[config.mk]
export PLATFORM = sky130hd
export DESIGN_NAME = supply_mode_ctrl
export DESIGN_NICKNAME = d
export VERILOG_FILES = /design/src/rtl/smc_pkg.sv /design/src/rtl/smc_wake_detect.sv /design/src/rtl/smc_hold_timer.sv /design/src/rtl/supply_mode_ctrl.sv
export SDC_FILE = /design/constraint.sdc
export NUM_CORES = 1
export LEC_CHECK = 0
export ABC_AREA = 1
export BUFFER_PORTS_ARGS = -buffer_cell sky130_fd_sc_hd__buf_2
export CAP_MARGIN = 20
export CORE_UTILIZATION = 30
export CTS_CLUSTER_DIAMETER = 30
export DETAILED_ROUTE_END_ITERATION = 8
export PLACE_DENSITY = 0.5
export SYNTH_ARGS = -nofsm -noshare
export SYNTH_HDL_FRONTEND = slang
export SYNTH_SLANG_ARGS = --single-unit
[constraint.sdc]
create_clock -name clk -period 2.6 [get_ports clk]
set_input_delay 0 -clock clk [delete_from_list [all_inputs] [get_ports clk]]
set_output_delay 0 -clock clk [all_outputs]
set_load 0.005 [all_outputs]
[src/rtl/smc_pkg.sv]
package smc_pkg;

    typedef enum logic [1:0] {
        MODE_FAILSAFE = 2'b00,
        MODE_NORMAL   = 2'b01,
        MODE_SILENT   = 2'b10,
        MODE_SLEEP    = 2'b11
    } smc_mode_e;

    typedef enum logic [2:0] {
        ST_FAILSAFE,
        ST_NORMAL,
        ST_SILENT,
        ST_SLEEP,
        ST_UVHOLD
    } smc_state_e;

    typedef struct packed {
        smc_mode_e mode;
        logic      xcvr_en;
        logic      inh_en;
        logic      wdog_off;
        logic      reg_off;
        logic      uv_hold;
    } smc_out_t;

    function automatic smc_out_t smc_decode(smc_state_e st);
        smc_out_t o;
        o = '{mode: MODE_FAILSAFE, xcvr_en: 1'b0, inh_en: 1'b1,
              wdog_off: 1'b0, reg_off: 1'b0, uv_hold: 1'b0};
        unique case (st)
            ST_FAILSAFE: ;
            ST_NORMAL: begin
                o.mode    = MODE_NORMAL;
                o.xcvr_en = 1'b1;
            end
            ST_SILENT: begin
                o.mode     = MODE_SILENT;
                o.inh_en   = 1'b0;
                o.wdog_off = 1'b1;
            end
            ST_SLEEP: begin
                o.mode     = MODE_SLEEP;
                o.inh_en   = 1'b0;
                o.wdog_off = 1'b1;
                o.reg_off  = 1'b1;
            end
            ST_UVHOLD: begin
                o.wdog_off = 1'b1;
                o.uv_hold  = 1'b1;
            end
            default: ;
        endcase
        return o;
    endfunction

    function automatic logic smc_is_lowpower(smc_state_e st);
        return (st == ST_SILENT) || (st == ST_SLEEP);
    endfunction

endpackage

[src/rtl/smc_wake_detect.sv]
module smc_wake_detect (
    input  logic clk,
    input  logic rst,
    input  logic ign_in,
    input  logic bus_in,
    output logic wake_o
);
    logic ign_q;
    logic ign_rise;

    // The previous ignition level resets high so that a level already
    // present at reset is not taken for an edge.
    always_ff @(posedge clk) begin
        if (rst) ign_q <= 1'b1;
        else     ign_q <= ign_in;
    end

    assign ign_rise = ign_in & ~ign_q;
    assign wake_o   = ign_rise | bus_in;
endmodule

[src/rtl/smc_hold_timer.sv]
module smc_hold_timer #(
    parameter int HOLD_CYCLES = 16
) (
    input  logic clk,
    input  logic rst,
    input  logic active_i,
    output logic done_o
);
    localparam int CW = $clog2(HOLD_CYCLES + 1);
    localparam logic [CW-1:0] LAST = CW'(HOLD_CYCLES - 1);

    logic [CW-1:0] cnt;

    always_ff @(posedge clk) begin
        if (rst || !active_i) cnt <= '0;
        else if (cnt != LAST) cnt <= cnt + 1'b1;
    end

    assign done_o = active_i && (cnt == LAST);
endmodule

[src/rtl/supply_mode_ctrl.sv]
module supply_mode_ctrl
    import smc_pkg::*;
#(
    parameter int HOLD_CYCLES = 16
) (
    input  logic       clk,
    input  logic       rst,
    input  logic       enable_req,
    input  logic       rst_event_n,
    input  logic       silent_req,
    input  logic       sleep_req,
    input  logic       ign_wake,
    input  logic       bus_wake,
    output logic [1:0] mode_o,
    output logic       xcvr_en_o,
    output logic       inh_en_o,
    output logic       wdog_off_o,
    output logic       reg_off_o,
    output logic       uv_hold_o
);
    smc_state_e state_q, state_d;
    logic       wake;
    logic       hold_done;
    smc_out_t   outs;

    smc_wake_detect u_wake (
        .clk    (clk),
        .rst    (rst),
        .ign_in (ign_wake),
        .bus_in (bus_wake),
        .wake_o (wake)
    );

    smc_hold_timer #(.HOLD_CYCLES(HOLD_CYCLES)) u_hold (
        .clk      (clk),
        .rst      (rst),
        .active_i (state_q == ST_UVHOLD),
        .done_o   (hold_done)
    );

    always_comb begin
        state_d = state_q;
        if (!rst_event_n) begin
            state_d = ST_FAILSAFE;
        end else begin
            unique case (state_q)
                ST_FAILSAFE: if (enable_req) state_d = ST_NORMAL;
                ST_NORMAL: begin
                    if (sleep_req)       state_d = ST_SLEEP;
                    else if (silent_req) state_d = ST_SILENT;
                end
                ST_SILENT: if (wake) state_d = ST_FAILSAFE;
                ST_SLEEP:  if (wake) state_d = ST_UVHOLD;
                ST_UVHOLD: if (hold_done) state_d = ST_FAILSAFE;
                default:   state_d = ST_FAILSAFE;
            endcase
        end
    end

    always_ff @(posedge clk) begin
        if (rst) state_q <= ST_FAILSAFE;
        else     state_q <= state_d;
    end

    assign outs       = smc_decode(state_q);
    assign mode_o     = outs.mode;
    assign xcvr_en_o  = outs.xcvr_en;
    assign inh_en_o   = outs.inh_en;
    assign wdog_off_o = outs.wdog_off;
    assign reg_off_o  = outs.reg_off;
    assign uv_hold_o  = outs.uv_hold;
endmodule

Word level (Yosys, flattened, before mapping)
Index checks and enable logic that the tools add are counted.
Widths: inputs -> output; s select.
{"block": "classes", "n_addsub": 1, "multipliers": 0, "div": 0, "order_cmp": 0, "n_eq_ne": 11, "n_shift": 0, "n_mux": 13, "bitwise": 4, "reduce_logical": 8}
{"operator": "$mux 3", "n": 6}
{"operator": "$pmux 3 s5", "n": 1}
{"operator": "$eq 3x2->1 const B", "n": 2}
{"operator": "$pmux 2 s3", "n": 1}
{"operator": "$add 5x1->5 const B", "n": 1}
{"operator": "$eq 5x4->1 const B", "n": 1}
{"operator": "$mux 1", "n": 5}
{"operator": "$ne 5x4->1 const B", "n": 1}
{"operator": "$reduce_and 5->1", "n": 1}
{"operator": "$ne 2x1->1 const B", "n": 2}
{"operator": "$ne 2x2->1 const B", "n": 2}
{"operator": "$reduce_or 2->1", "n": 2}
{"operator": "$eq 3x1->1 const B", "n": 1}
{"operator": "$eq 3x3->1 const B", "n": 1}
{"operator": "$logic_not 3->1", "n": 1}
{"operator": "$ne 3x3->1 const B", "n": 1}
{"operator": "$reduce_or 3->1", "n": 1}
{"operator": "$not 1->1", "n": 2}
{"operator": "$and 1x1->1", "n": 1}
{"operator": "$logic_and 1x1->1", "n": 1}
{"operator": "$logic_not 1->1", "n": 1}
{"operator": "$logic_or 1x1->1", "n": 1}
{"operator": "$or 1x1->1", "n": 1}
{"block": "totals", "regBits": 9, "latchBits": 0, "mem_bits_rw": 0, "romBits": 0, "in_bits": 8, "out_inout_bits": 7, "word_cells": 40, "mem_count": 0}

Longest topological paths before layout
Gate-level depths: netlist (run 1).
{"block": "depth", "depth_word": 5, "ltp_mapped": 9, "mapped_depth_nobuf": 9}

Cells and area by module
Synthesis (run 1) repeated with hierarchy kept, for this count alone.
{"block": "unflattened", "cells_unflattened": 90, "hier_area_um2": 543.0}
{"module": "supply_mode_ctrl", "instances": 1, "cells_per_inst": 50, "area_each_um2": 252.7, "seq_area_each_um2": 60.1}
{"module": "smc_hold_timer", "instances": 1, "cells_per_inst": 34, "area_each_um2": 249.0, "seq_area_each_um2": 100.1}
{"module": "smc_wake_detect", "instances": 1, "cells_per_inst": 6, "area_each_um2": 41.3, "seq_area_each_um2": 20.0}

Worst setup path before layout (run 1)
OpenSTA, ideal clock, no wires.
{"block": "synth_path", "kind": "register -> register", "start": "reg u_hold.cnt[0]", "end": "reg state_q[0]", "setup_ps": 118, "arrival_time_ps": 1340, "t_required_ps": 2482, "slack_ps": 1142, "path_stages_with_launch": 10, "path_buffers": 0, "synth_period_minus_slack_ps": 1458, "cell_sequence": "dfxtp_1 -> ha_1 -> and3_1 -> ha_1 -> inv_2 -> nand3_1 -> nand2_1 -> o21ai_1 -> nand2_1 -> nor2_1"}
{"block": "synth_between", "elab_chain_cells": 4}
{"item": "start, declared", "line_no": "smc_hold_timer.sv:12", "text": "logic [CW-1:0] cnt;"}
{"item": "start signal, assigned", "line_no": "smc_hold_timer.sv:16", "text": "else if (cnt != LAST) cnt <= cnt + 1'b1;"}
{"item": "$eq 5x4->1", "line_no": "smc_hold_timer.sv:19", "text": "assign done_o = active_i && (cnt == LAST);"}
{"item": "$logic_and 1x1->1", "line_no": "smc_hold_timer.sv:19"}
{"item": "$ne 2x2->1 (no line)"}
{"item": "$reduce_and 5->1 (no line)"}
{"item": "end signal, assigned", "line_no": "supply_mode_ctrl.sv:62", "text": "else state_q <= state_d;"}
{"item": "end, declared", "line_no": "supply_mode_ctrl.sv:21", "text": "smc_state_e state_q, state_d;"}
Every way passes these cells.
A chain may end at the register's enable or synchronous reset.

Worst setup path after layout (run 1)
Same ends and word-level chain as after synthesis.

==> flow_metrics.py, run 1 <==
metrics = {
    "outcome": {
        "status": "finished clean",
    },
    "placed_design": {
        "numPortBuffers": 14,
        "dpl.hpwl_microns": 741,
        "gp_congestion": 0.767,
        "dp.cells": 96,
        "placed_area_sq_um": 567,
    },
    "yosys": {
        "syn_area_sq_um": 477,
        "ys_seq_area_share_pct": 37.8,
        "synth_seq_cells": 9,
        "synth_cell_type_count": 21,
        "yosys_warnings": 0,
        "syn_inst": 66,
        "synth.avg_cell_area_sq_um": 7.22,
        "synth_nets": 76,
    },
    "global_route": {
        "grt_pass1_wl_microns": 1580,
        "grt_max_degree": 7,
        "track_usage_pct": 12.2,
        "grt_pass1_vias": 417,
        "antenna_found_initial": 0,
        "overflow": 0,
    },
    "timing": {
        "relSlewSlack_pct": 86.3,
        "skew_ns": 0.00219,
        "period_minus_slack_ns": 1.57,
        "max_freq_mhz": 636,
        "drv_slew": 0,
        "rsz0062_at_grt": "false",
        "fin_crit_sh_pct": 60.5,
        "hold_viol_final": 0,
        "worstMarginPinSlew_ns": 0.206,
        "fin_setup_tns_ns": 0,
        "setup_viol": 0,
    },
    "clock_tree": {
        "h-tree-depth": 1,
        "cts_tree": "done",
        "numClockSinks": 9,
        "ctsLongestPathBuffers": 2,
        "root_buffer": "clkbuf_4",
        "numCtsBuffers": 3,
        "cts_setup_buffers": 0,
        "clk_pin_slew_ns": 0.06,
        "insertion_delay_ns": 0.26,
    },
    "routing": {
        "ant_nets": 0,
        "post_drt_wl_per_cell_microns": 9.00,
        "first_pass_iters": 4,
        "route.vias.total": 471,
        "avgViaCountPerCell": 4.62,
        "wl_met1_microns": 416,
        "drt-total-wl_microns": 918,
        "drt_iter0_drc": 7,
        "wl_met2_microns": 425,
        "route.met3.wl_microns": 58,
        "drc": 0,
        "top_layer": "met4",
    },
    "setup_path": {
        "crit_path_max_fanout": 6,
        "crit_arrival_ns": 1.73,
        "critPathLaunchType": "flip-flop",
        "required_ns": 2.75,
        "critPathCaptureType": "flip-flop",
        "critical_path_class": "reg2reg",
    },
    "floorplanning": {
        "die_h_microns": 41.9,
        "die_w_microns": 41.9,
        "die_area_sq_mm": 0.00175,
        "ioPinCount": 15,
        "num_rows": 14,
        "core_sq_mm": 0.00149,
        "start_util_pct": 32.0,
    },
    "final_layout": {
        "final_area_sq_um": 613,
        "multiInputGateArea_sq_um": 251,
        "nFillCells": 163,
        "diodes": 0,
        "layout.cells.non_filler": 102,
        "drive_gt1_share_pct": 33.7,
        "register_area_sq_um": 180,
        "nets": 97,
        "area_growth_pct": 28.6,
    },
    "min_path": {
        "min_path_type": "in2reg",
    },
    "power": {
        "power_leakage_nw": 0.312,
        "p_per_area_mw_per_mm2": 453,
        "ir_drop_mv": 0.284,
    },
    "flow_run": {
        "maxCapViolCount": 0,
    },
}
synth_stat cells:
| library cell | count | share of area [%] |
|---|---|---|
| nand2_1 | 12 | 9.4 |
| dfxtp_1 | 9 | 38 |
| inv_1 | 8 | 6.3 |
| nor2_1 | 8 | 6.3 |
| a21oi_1 | 5 | 5.2 |
| inv_2 | 4 | 3.1 |
| nor2_2 | 4 | 5.2 |
| ha_1 | 2 | 5.2 |
| xor2_1 | 2 | 3.7 |
| and3_1 | 1 | 1.3 |
| nand2_2 | 1 | 1.3 |
| nand3_1 | 1 | 1.0 |
| nand3_2 | 1 | 2.1 |
| nand3b_1 | 1 | 1.6 |
| nand3b_2 | 1 | 2.4 |
| nand4_1 | 1 | 1.3 |
| nor3_1 | 1 | 1.0 |
| o211a_1 | 1 | 2.1 |
| o21ai_0 | 1 | 1.0 |
| o21ai_1 | 1 | 1.0 |
| or2_2 | 1 | 1.3 |
worst max-delay path: stages, from the launching register on:
cell and delay (ns):
dfxtp_1 0.33, ha_1 0.21, and3_1 0.18, ha_1 0.22, inv_2 0.11, nand3_1 0.11
nand2_1 0.14, o21ai_1 0.08, nand2_1 0.06, nor2_1 0.03
path summary, 6_finish.rpt:
check                              startpoint             to  slack (ns)  cells after the start
worst min register to register  u_hold.cnt[0]  u_hold.cnt[0]        0.49                      1
worst max-delay path            u_hold.cnt[0]     state_q[0]        1.03                      9
worst min-delay path              rst_event_n     state_q[1]        0.03                      3
worst max register to register  u_hold.cnt[0]     state_q[0]        1.03                      9
stage by stage:
step / worst slack [ns] / util, % / hold WS, ns / total power [W]
after CTS: 1.01 / 41.2 / 0.0337 / 0.000284
after global placement: 1.04 / 38.1 / 0.204 / 0.000172
after global routing: 0.830 / 41.2 / 0.0668 / 0.000295
after floorplan: 1.14 / - / 0.104 / 0.000161
after detailed placement: 1.02 / 38.1 / 0.208 / 0.000172
final: 1.03 / 41.2 / 0.0315 / 0.000278
sequential cells by signal, indices dropped and copies added (netlist names):
| signal | count |
|---|---|
| state_q | 3 |
| u_wake.ign_q | 1 |
| u_hold.cnt | 5 |
cells by family (layout without fill, tap and decap cells):
family	Yosys count	count (layout)	synth area share, %
AND/OR/NAND/NOR	33	33	34.4
buffers and inverters	12	32	9.45
flip-flops	9	9	37.8
AO/OA/AOI/OAI	8	8	9.45
adder cells (fa/ha/maj)	2	2	5.25
XOR/XNOR	2	2	3.68
area by class of cell:
class                   count  area share [%]
well taps                  16            3.27
multi-input cells          45            41.0
flip-flops and latches      9            29.4
repair buffers             16            14.7
inverters                  12            7.35
clock buffers               4            4.29
metal layers:
metal,vias up,global-route usage [%]
met3,4,2.61
met2,13,20.3
li1,249,-
met4,0,9.68
met1,205,13.2
met5,-,0
repair_timing:
item / 4_1_cts / 5_1_grt
hold buffers: 2 / 0
gates resized for setup: 0 / 0
endpoints found under the hold margin: 1 / 0
cell usage in the layout (no fill, tap or decap):
cell type and n:
a21oi_1 5, and3_1 1, buf_2 14, clkbuf_1 1, clkbuf_4 3, dfxtp_1 9, dlygate4sd3_1 2, ha_1 2
inv_1 8, inv_2 4, nand2_1 12, nand2_2 1, nand3_1 1, nand3_2 1, nand3b_1 1, nand3b_2 1
nand4_1 1, nor2_1 8, nor2_2 4, nor3_1 1, o211a_1 1, o21ai_0 1, o21ai_1 1, or2_2 1
xor2_1 2
power breakdown:
group | leakage [nW] | internal (W) | switching (W)
clock | 0.0150 | 0.0000590 | 0.0000473
sequential | 0.0730 | 0.000140 | 0.00000122
combinational | 0.224 | 0.0000147 | 0.0000155
Power figures use the tool's default switching activity.
==> run 2: changes to the inputs <==
--- a/config.mk
+++ b/config.mk
@@ -5,13 +5,13 @@
 export SDC_FILE = /design/constraint.sdc
 export NUM_CORES = 1
 export LEC_CHECK = 0
-export ABC_AREA = 1
+export ABC_AREA = 0
 export BUFFER_PORTS_ARGS = -buffer_cell sky130_fd_sc_hd__buf_2
 export CAP_MARGIN = 20
 export CORE_UTILIZATION = 30
 export CTS_CLUSTER_DIAMETER = 30
 export DETAILED_ROUTE_END_ITERATION = 8
-export PLACE_DENSITY = 0.5
+export PLACE_DENSITY = 0.51
 export SYNTH_ARGS = -nofsm -noshare
 export SYNTH_HDL_FRONTEND = slang
 export SYNTH_SLANG_ARGS = --single-unit
==> constraint.sdc (replaced) <==
create_clock -name clk -period 1.3 [get_ports clk]
set_input_delay 0 -clock clk [delete_from_list [all_inputs] [get_ports clk]]
set_output_delay 0 -clock clk [all_outputs]
set_load 0.005 [all_outputs]
==> run 2 against run 1 <==
Effect of this change: the run now ends with setup timing left; routed wire length is 21% higher; sequential power is 99% higher; critical path depth decreased by 2; synthesized area increased by 2.9%; utilization grew 13 points; global-route usage increased by 0.55 points; clock-buffer cell count unchanged; total power rose by 110%; flip-flop and latch count unchanged; critical path type unchanged; highest routed layer unchanged.
==> flow_metrics.py, run 2 <==
metrics = {
    "global_route": {
        "antenna_found_initial": 0,
        "gr-usage-met3_pct": 3.88,
        "globalRouteMet2Util_pct": 20.0,
        "busiest_layer": "met2",
        "overflow": 0,
        "grt_pass1_vias": 435,
        "grt_max_degree": 9,
        "grt_pass1_wl_microns": 1720,
        "track_usage_pct": 12.8,
        "met1_usage_pct": 16.0,
    },
    "setup_path": {
        "slowest_stage": "or3b_4",
        "reg2regPathDepth": 7,
        "crit_path_max_fanout": 3,
        "crit_chain": "ha_4, and3_4, ha_4, or3b_4, a21oi_4, a221oi_4, mux2i_1",
        "max_stage_delay_ns": 0.37,
        "crit_arrival_ns": 1.78,
        "critical_path_class": "reg2reg",
        "cp_common_cell": "ha_4",
        "critPathCaptureType": "flip-flop",
        "required_ns": 1.44,
        "critPathLaunchType": "flip-flop",
    },
    "final_layout": {
        "largest_reg_flops": 5,
        "layout.cells.non_filler": 106,
        "area_growth_pct": 69.4,
        "final_core_util_pct": 54.5,
        "nFillCells": 141,
        "nets": 101,
        "multiInputGateArea_sq_um": 358,
        "diodes": 0,
        "register_area_sq_um": 188,
        "final_cell_mix": "13 x buf_2, 13 x buf_4, 7 x nor2_1",
        "drive_gt1_share_pct": 54.4,
        "largest_register": "u_hold.cnt",
        "top_regs": "u_hold.cnt (5), state_q (3), u_wake.ign_q (1)",
    },
    "outcome": {
        "status": "finished, violations left",
        "violations": "setup timing",
    },
    "floorplanning": {
        "die_h_microns": 42.4,
        "ioPinCount": 15,
        "num_rows": 14,
        "core_sq_mm": 0.00152,
        "die_w_microns": 42.4,
        "start_util_pct": 32.2,
        "die_area_sq_mm": 0.00180,
    },
    "clock_tree": {
        "numCtsBuffers": 3,
        "clk_pin_slew_ns": 0.07,
        "h-tree-depth": 1,
        "ctsLongestPathBuffers": 2,
        "cts_tree": "done",
        "insertion_delay_ns": 0.26,
        "root_buffer": "clkbuf_4",
        "numClockSinks": 9,
    },
    "yosys": {
        "syn_inst": 56,
        "synthArstFlopShare_pct": 0,
        "synth_nets": 66,
        "ys_seq_area_share_pct": 36.7,
        "syn_area_sq_um": 490,
        "synth.avg_cell_area_sq_um": 8.76,
        "yosys_warnings": 0,
        "synth_top_cell_by_area": "dfxtp_1",
        "synth_seq_cells": 9,
        "synth_common_cells": "9 x dfxtp_1, 8 x nor2_1, 4 x mux2i_1",
        "synth_ff_type": "dfxtp_1",
        "synth-edff-count": 0,
        "synth_most_common_cell": "dfxtp_1",
        "synth_cell_type_count": 25,
        "yosysTopAreaCellShare_pct": 36.7,
        "ys_top_cells_by_area": "dfxtp_1 37%, mux2i_1 8.2%, nor2_1 6.1%",
    },
    "timing": {
        "max_freq_mhz": 609,
        "period_minus_slack_ns": 1.64,
        "rsz0062_at_grt": "true",
        "fin_ws_ns": -0.341,
        "worstMarginPinSlew_ns": 0.452,
        "drv_slew": 0,
        "fin_setup_tns_ns": -1.32,
        "fin_crit_sh_pct": 126,
        "relSlewSlack_pct": 69.8,
        "hold_viol_final": 0,
        "setup_viol": 6,
        "skew_ns": 0.00494,
    },
    "flow_run": {
        "maxCapViolCount": 0,
    },
    "power": {
        "p_per_area_mw_per_mm2": 705,
        "combPwrFrac_pct": 15.0,
        "p_sw_w": 0.000137,
        "intPower_w": 0.000449,
        "switching_share_pct": 23.3,
        "power_frac_seq_pct": 48.0,
        "p_clk_share_pct": 37.1,
        "ir_drop_mv": 0.391,
        "p_total_w": 0.000586,
        "power_leakage_nw": 0.383,
    },
    "routing": {
        "post_drt_wl_per_cell_microns": 10.5,
        "drt_iter0_drc": 1,
        "drt-total-wl_microns": 1110,
        "ant_nets": 0,
        "first_pass_iters": 3,
        "route.vias.total": 479,
        "avgViaCountPerCell": 4.52,
        "drc": 0,
    },
    "placed_design": {
        "dp.cells": 95,
        "gp_congestion": 0.770,
        "numPortBuffers": 14,
        "dpl.hpwl_microns": 798,
    },
    "min_path": {
        "whs_path_depth": 4,
        "min_path_type": "in2reg",
    },
}
[run 2: cell types whose count changed in the layout (fill, tap and decap cells not counted), sizes merged, moves of 4 or more]
| cell | before | now |
|---|---|---|
| buf | 14 | 30 |
| inv | 12 | 3 |
| nand2 | 13 | 3 |
| nor2 | 12 | 8 |
| mux2i | 0 | 4 |
[run 2: power by group through the flow]
stage / clock network (W) / registers (W) / logic (W)
floorplan: 0 / 0.000288 / 0.0000359
global placement: 0 / 0.000289 / 0.0000644
detailed placement: 0 / 0.000289 / 0.0000639
CTS: 0.000230 / 0.000281 / 0.0000738
global route: 0.000249 / 0.000282 / 0.0000935
finish: 0.000217 / 0.000281 / 0.0000876
[run 2: repair_timing]
action	CTS	global route
pin swaps	1	1
setup buffers	3	2
hold endpoints to repair	1	0
endpoints found under the setup margin	8	11
resized for setup	9	6
hold buffers	2	0
[run 2: metrics by stage]
step | setup WS, ns | hold WS, ns | area (sq um)
after floorplan | -0.472 | 0.104 | 524
after global placement | -0.352 | 0.203 | 678
after detailed placement | -0.369 | 0.204 | 678
after CTS | -0.355 | 0.145 | 774
after global routing | -0.420 | 0.184 | 831
final | -0.341 | 0.146 | 831
[run 2: logic make-up after synthesis]
| kind of cell | count (synthesis) | share of synthesized area, % |
|---|---|---|
| AO/OA/AOI/OAI | 4 | 6.89 |
| XOR/XNOR | 3 | 5.36 |
| adder cells (fa/ha/maj) | 2 | 5.10 |
| buffers and inverters | 5 | 4.33 |
| flip-flops | 9 | 36.7 |
| multiplexers | 4 | 8.16 |
| AND/OR/NAND/NOR | 29 | 33.4 |
[run 2: layout make-up]
cell class,instances,area share [%]
Sequential cell,9,22.6
Tap cell,16,2.41
Clock buffer,4,3.16
Inverter,3,1.36
Multi-Input combinational cell,42,43.1
Timing Repair Buffer,32,27.4
[run 2: worst max-delay path: cells and delay by family (launching register included)]
kind            cells  cell delay [ns]
simple gates        2             0.55
flops               1             0.34
fa+ha+maj           2             0.30
compound gates      2             0.21
mux                 1             0.13
[run 2: worst paths after layout]
| path | start | end | slack [ns] |
|---|---|---|---|
| setup / recovery | u_hold.cnt[1] | state_q[1] | -0.34 |
| hold / removal | sleep_req | state_q[0] | 0.15 |
| setup reg to reg | u_hold.cnt[1] | state_q[1] | -0.34 |
| hold reg to reg | u_hold.cnt[4] | u_hold.cnt[4] | 0.49 |
[run 2: routing by layer]
metal,routed length (microns),share of wire (%)
met1,571,51
met2,486,44
met3,43,3.9
met4,8,0.72
met5,0,0
==> run 3: changes to the inputs <==
--- a/config.mk
+++ b/config.mk
@@ -12,6 +12,7 @@
 export CTS_CLUSTER_DIAMETER = 30
 export DETAILED_ROUTE_END_ITERATION = 8
 export PLACE_DENSITY = 0.51
+export SKIP_LAST_GASP = 1
 export SYNTH_ARGS = -nofsm -noshare
 export SYNTH_HDL_FRONTEND = slang
 export SYNTH_SLANG_ARGS = --single-unit
==> run 3 against run 2 <==
Effect of this change: the flow still finishes with violations (setup timing); register-to-register slack barely moved; total power is the same; non-clock buffer count did not move; clock-buffer cell count stayed put; flip-flop and latch count stayed put; clock power about the same; sequential power about the same; highest routed layer unchanged; combinational power about the same; sequential share of layout area is the same.
==> flow_metrics.py, run 3 (synthesis gave the netlist of run 2 again) <==
metrics = {
    "routing": {
        "avgViaCountPerCell": 4.52,
        "route.vias.total": 479,
        "drt-total-wl_microns": 1110,
        "first_pass_iters": 3,
        "post_drt_wl_per_cell_microns": 10.5,
        "drt_iter0_drc": 1,
        "ant_nets": 0,
        "drc": 0,
    },
    "setup_path": {
        "crit_path_max_fanout": 3,
        "max_stage_delay_ns": 0.37,
        "critPathLaunchType": "flip-flop",
        "crit_arrival_ns": 1.78,
        "slowest_stage": "or3b_4",
        "crit_chain": "ha_4, and3_4, ha_4, or3b_4, a21oi_4, a221oi_4, mux2i_1",
        "cp_common_cell": "ha_4",
        "critical_path_class": "reg2reg",
        "critPathBufInv": 0,
        "required_ns": 1.44,
        "critPathCaptureType": "flip-flop",
        "cp_top_family": "simple AND/OR/NAND/NOR gates",
    },
    "global_route": {
        "grt_max_degree": 9,
        "antenna_found_initial": 0,
        "grt_pass1_vias": 435,
        "overflow": 0,
        "track_usage_pct": 12.8,
        "grt_pass1_wl_microns": 1720,
    },
    "final_layout": {
        "top_regs": "u_hold.cnt (5), state_q (3), u_wake.ign_q (1)",
        "largest_reg_flops": 5,
        "final_cell_mix": "13 x buf_2, 13 x buf_4, 7 x nor2_1",
        "nFillCells": 141,
        "largest_register": "u_hold.cnt",
        "final_core_util_pct": 54.5,
        "drive_gt1_share_pct": 54.4,
        "layout.cells.non_filler": 106,
        "area_growth_pct": 69.4,
        "nets": 101,
        "final_area_sq_um": 831,
        "diodes": 0,
    },
    "flow_run": {
        "maxCapViolCount": 0,
    },
    "timing": {
        "setup_viol": 6,
        "fin_setup_tns_ns": -1.32,
        "hold_viol_final": 0,
        "period_minus_slack_ns": 1.64,
        "drv_slew": 0,
        "fin_ws_ns": -0.341,
        "skew_ns": 0.00494,
        "relSlewSlack_pct": 69.8,
        "worstMarginPinSlew_ns": 0.452,
        "max_freq_mhz": 609,
        "rsz0062_at_grt": "true",
        "fin_crit_sh_pct": 126,
    },
    "power": {
        "p_total_w": 0.000586,
        "p_per_area_mw_per_mm2": 705,
        "ir_drop_mv": 0.391,
        "power_leakage_nw": 0.383,
    },
    "clock_tree": {
        "clk_pin_slew_ns": 0.07,
        "ctsLongestPathBuffers": 2,
        "insertion_delay_ns": 0.26,
        "h-tree-depth": 1,
        "cts_tree": "done",
        "numCtsBuffers": 3,
        "root_buffer": "clkbuf_4",
        "numClockSinks": 9,
    },
    "floorplanning": {
        "ioPinCount": 15,
        "die_area_sq_mm": 0.00180,
        "start_util_pct": 32.2,
        "die_w_microns": 42.4,
        "num_rows": 14,
        "core_sq_mm": 0.00152,
        "die_h_microns": 42.4,
    },
    "placed_design": {
        "placed_area_sq_um": 678,
        "dpl.hpwl_microns": 798,
        "dp.cells": 95,
        "gp_congestion": 0.770,
        "numPortBuffers": 14,
    },
    "outcome": {
        "status": "finished, violations left",
        "violations": "setup timing",
    },
    "min_path": {
        "min_path_type": "in2reg",
    },
}
run 3: cell counts in the layout (fill, tap and decap cells not counted):
No cell type changed its count.
run 3: path summary, 6_finish.rpt:
path	to	slack, ns	cells after the start	start
setup / recovery	state_q[1]	-0.34	7	u_hold.cnt[1]
hold / removal	state_q[0]	0.15	4	sleep_req
hold reg to reg	u_hold.cnt[4]	0.49	2	u_hold.cnt[4]
setup reg to reg	state_q[1]	-0.34	7	u_hold.cnt[1]
run 3: report_power, final:
group / leakage (nW) / internal, W / switching [W]
Combinational: 0.292 / 0.0000525 / 0.0000351
Clock: 0.0150 / 0.000118 / 0.0000990
Sequential: 0.0753 / 0.000279 / 0.00000245
run 3: layout make-up:
class / instances / area (sq um) / area share [%]
well taps: 16 / 20.0 / 2.41
clock buffers: 4 / 26.3 / 3.16
inverters: 3 / 11.3 / 1.36
flip-flops and latches: 9 / 188 / 22.6
repair buffers: 32 / 228 / 27.4
multi-input cells: 42 / 358 / 43.1
run 3: what timing repair did:
action	CTS	global route
setup endpoints to repair	8	11
pin swaps	1	1
buffers inserted	3	2
cloned	0	0
gates resized for setup	8	7
hold buffers	2	0
hold endpoints to repair	1	0
run 3: worst reg2reg max path: cells and delay by family, from the launching register on:
family	cells	cell delay, ns
muxes	1	0.13
adders and majority gates	2	0.30
and+or+nand+nor	2	0.55
DFF	1	0.34
AOI/OAI and AO/OA	2	0.21
run 3: routing by layer:
metal | up-vias | global-route usage (%) | wire length [microns]
met4 | 0 | 5.63 | 8
met1 | 210 | 16.0 | 571
met3 | 2 | 3.88 | 43
met2 | 8 | 20.0 | 486
li1 | 259 | - | -
met5 | - | 0 | 0
run 3: per-stage QoR:
step                      setup WS [ns]  hold slack (ns)
after floorplan                  -0.472            0.104
after global placement           -0.352            0.203
after detailed placement         -0.369            0.204
after CTS                        -0.355            0.145
after global routing             -0.420            0.184
final                            -0.341            0.146
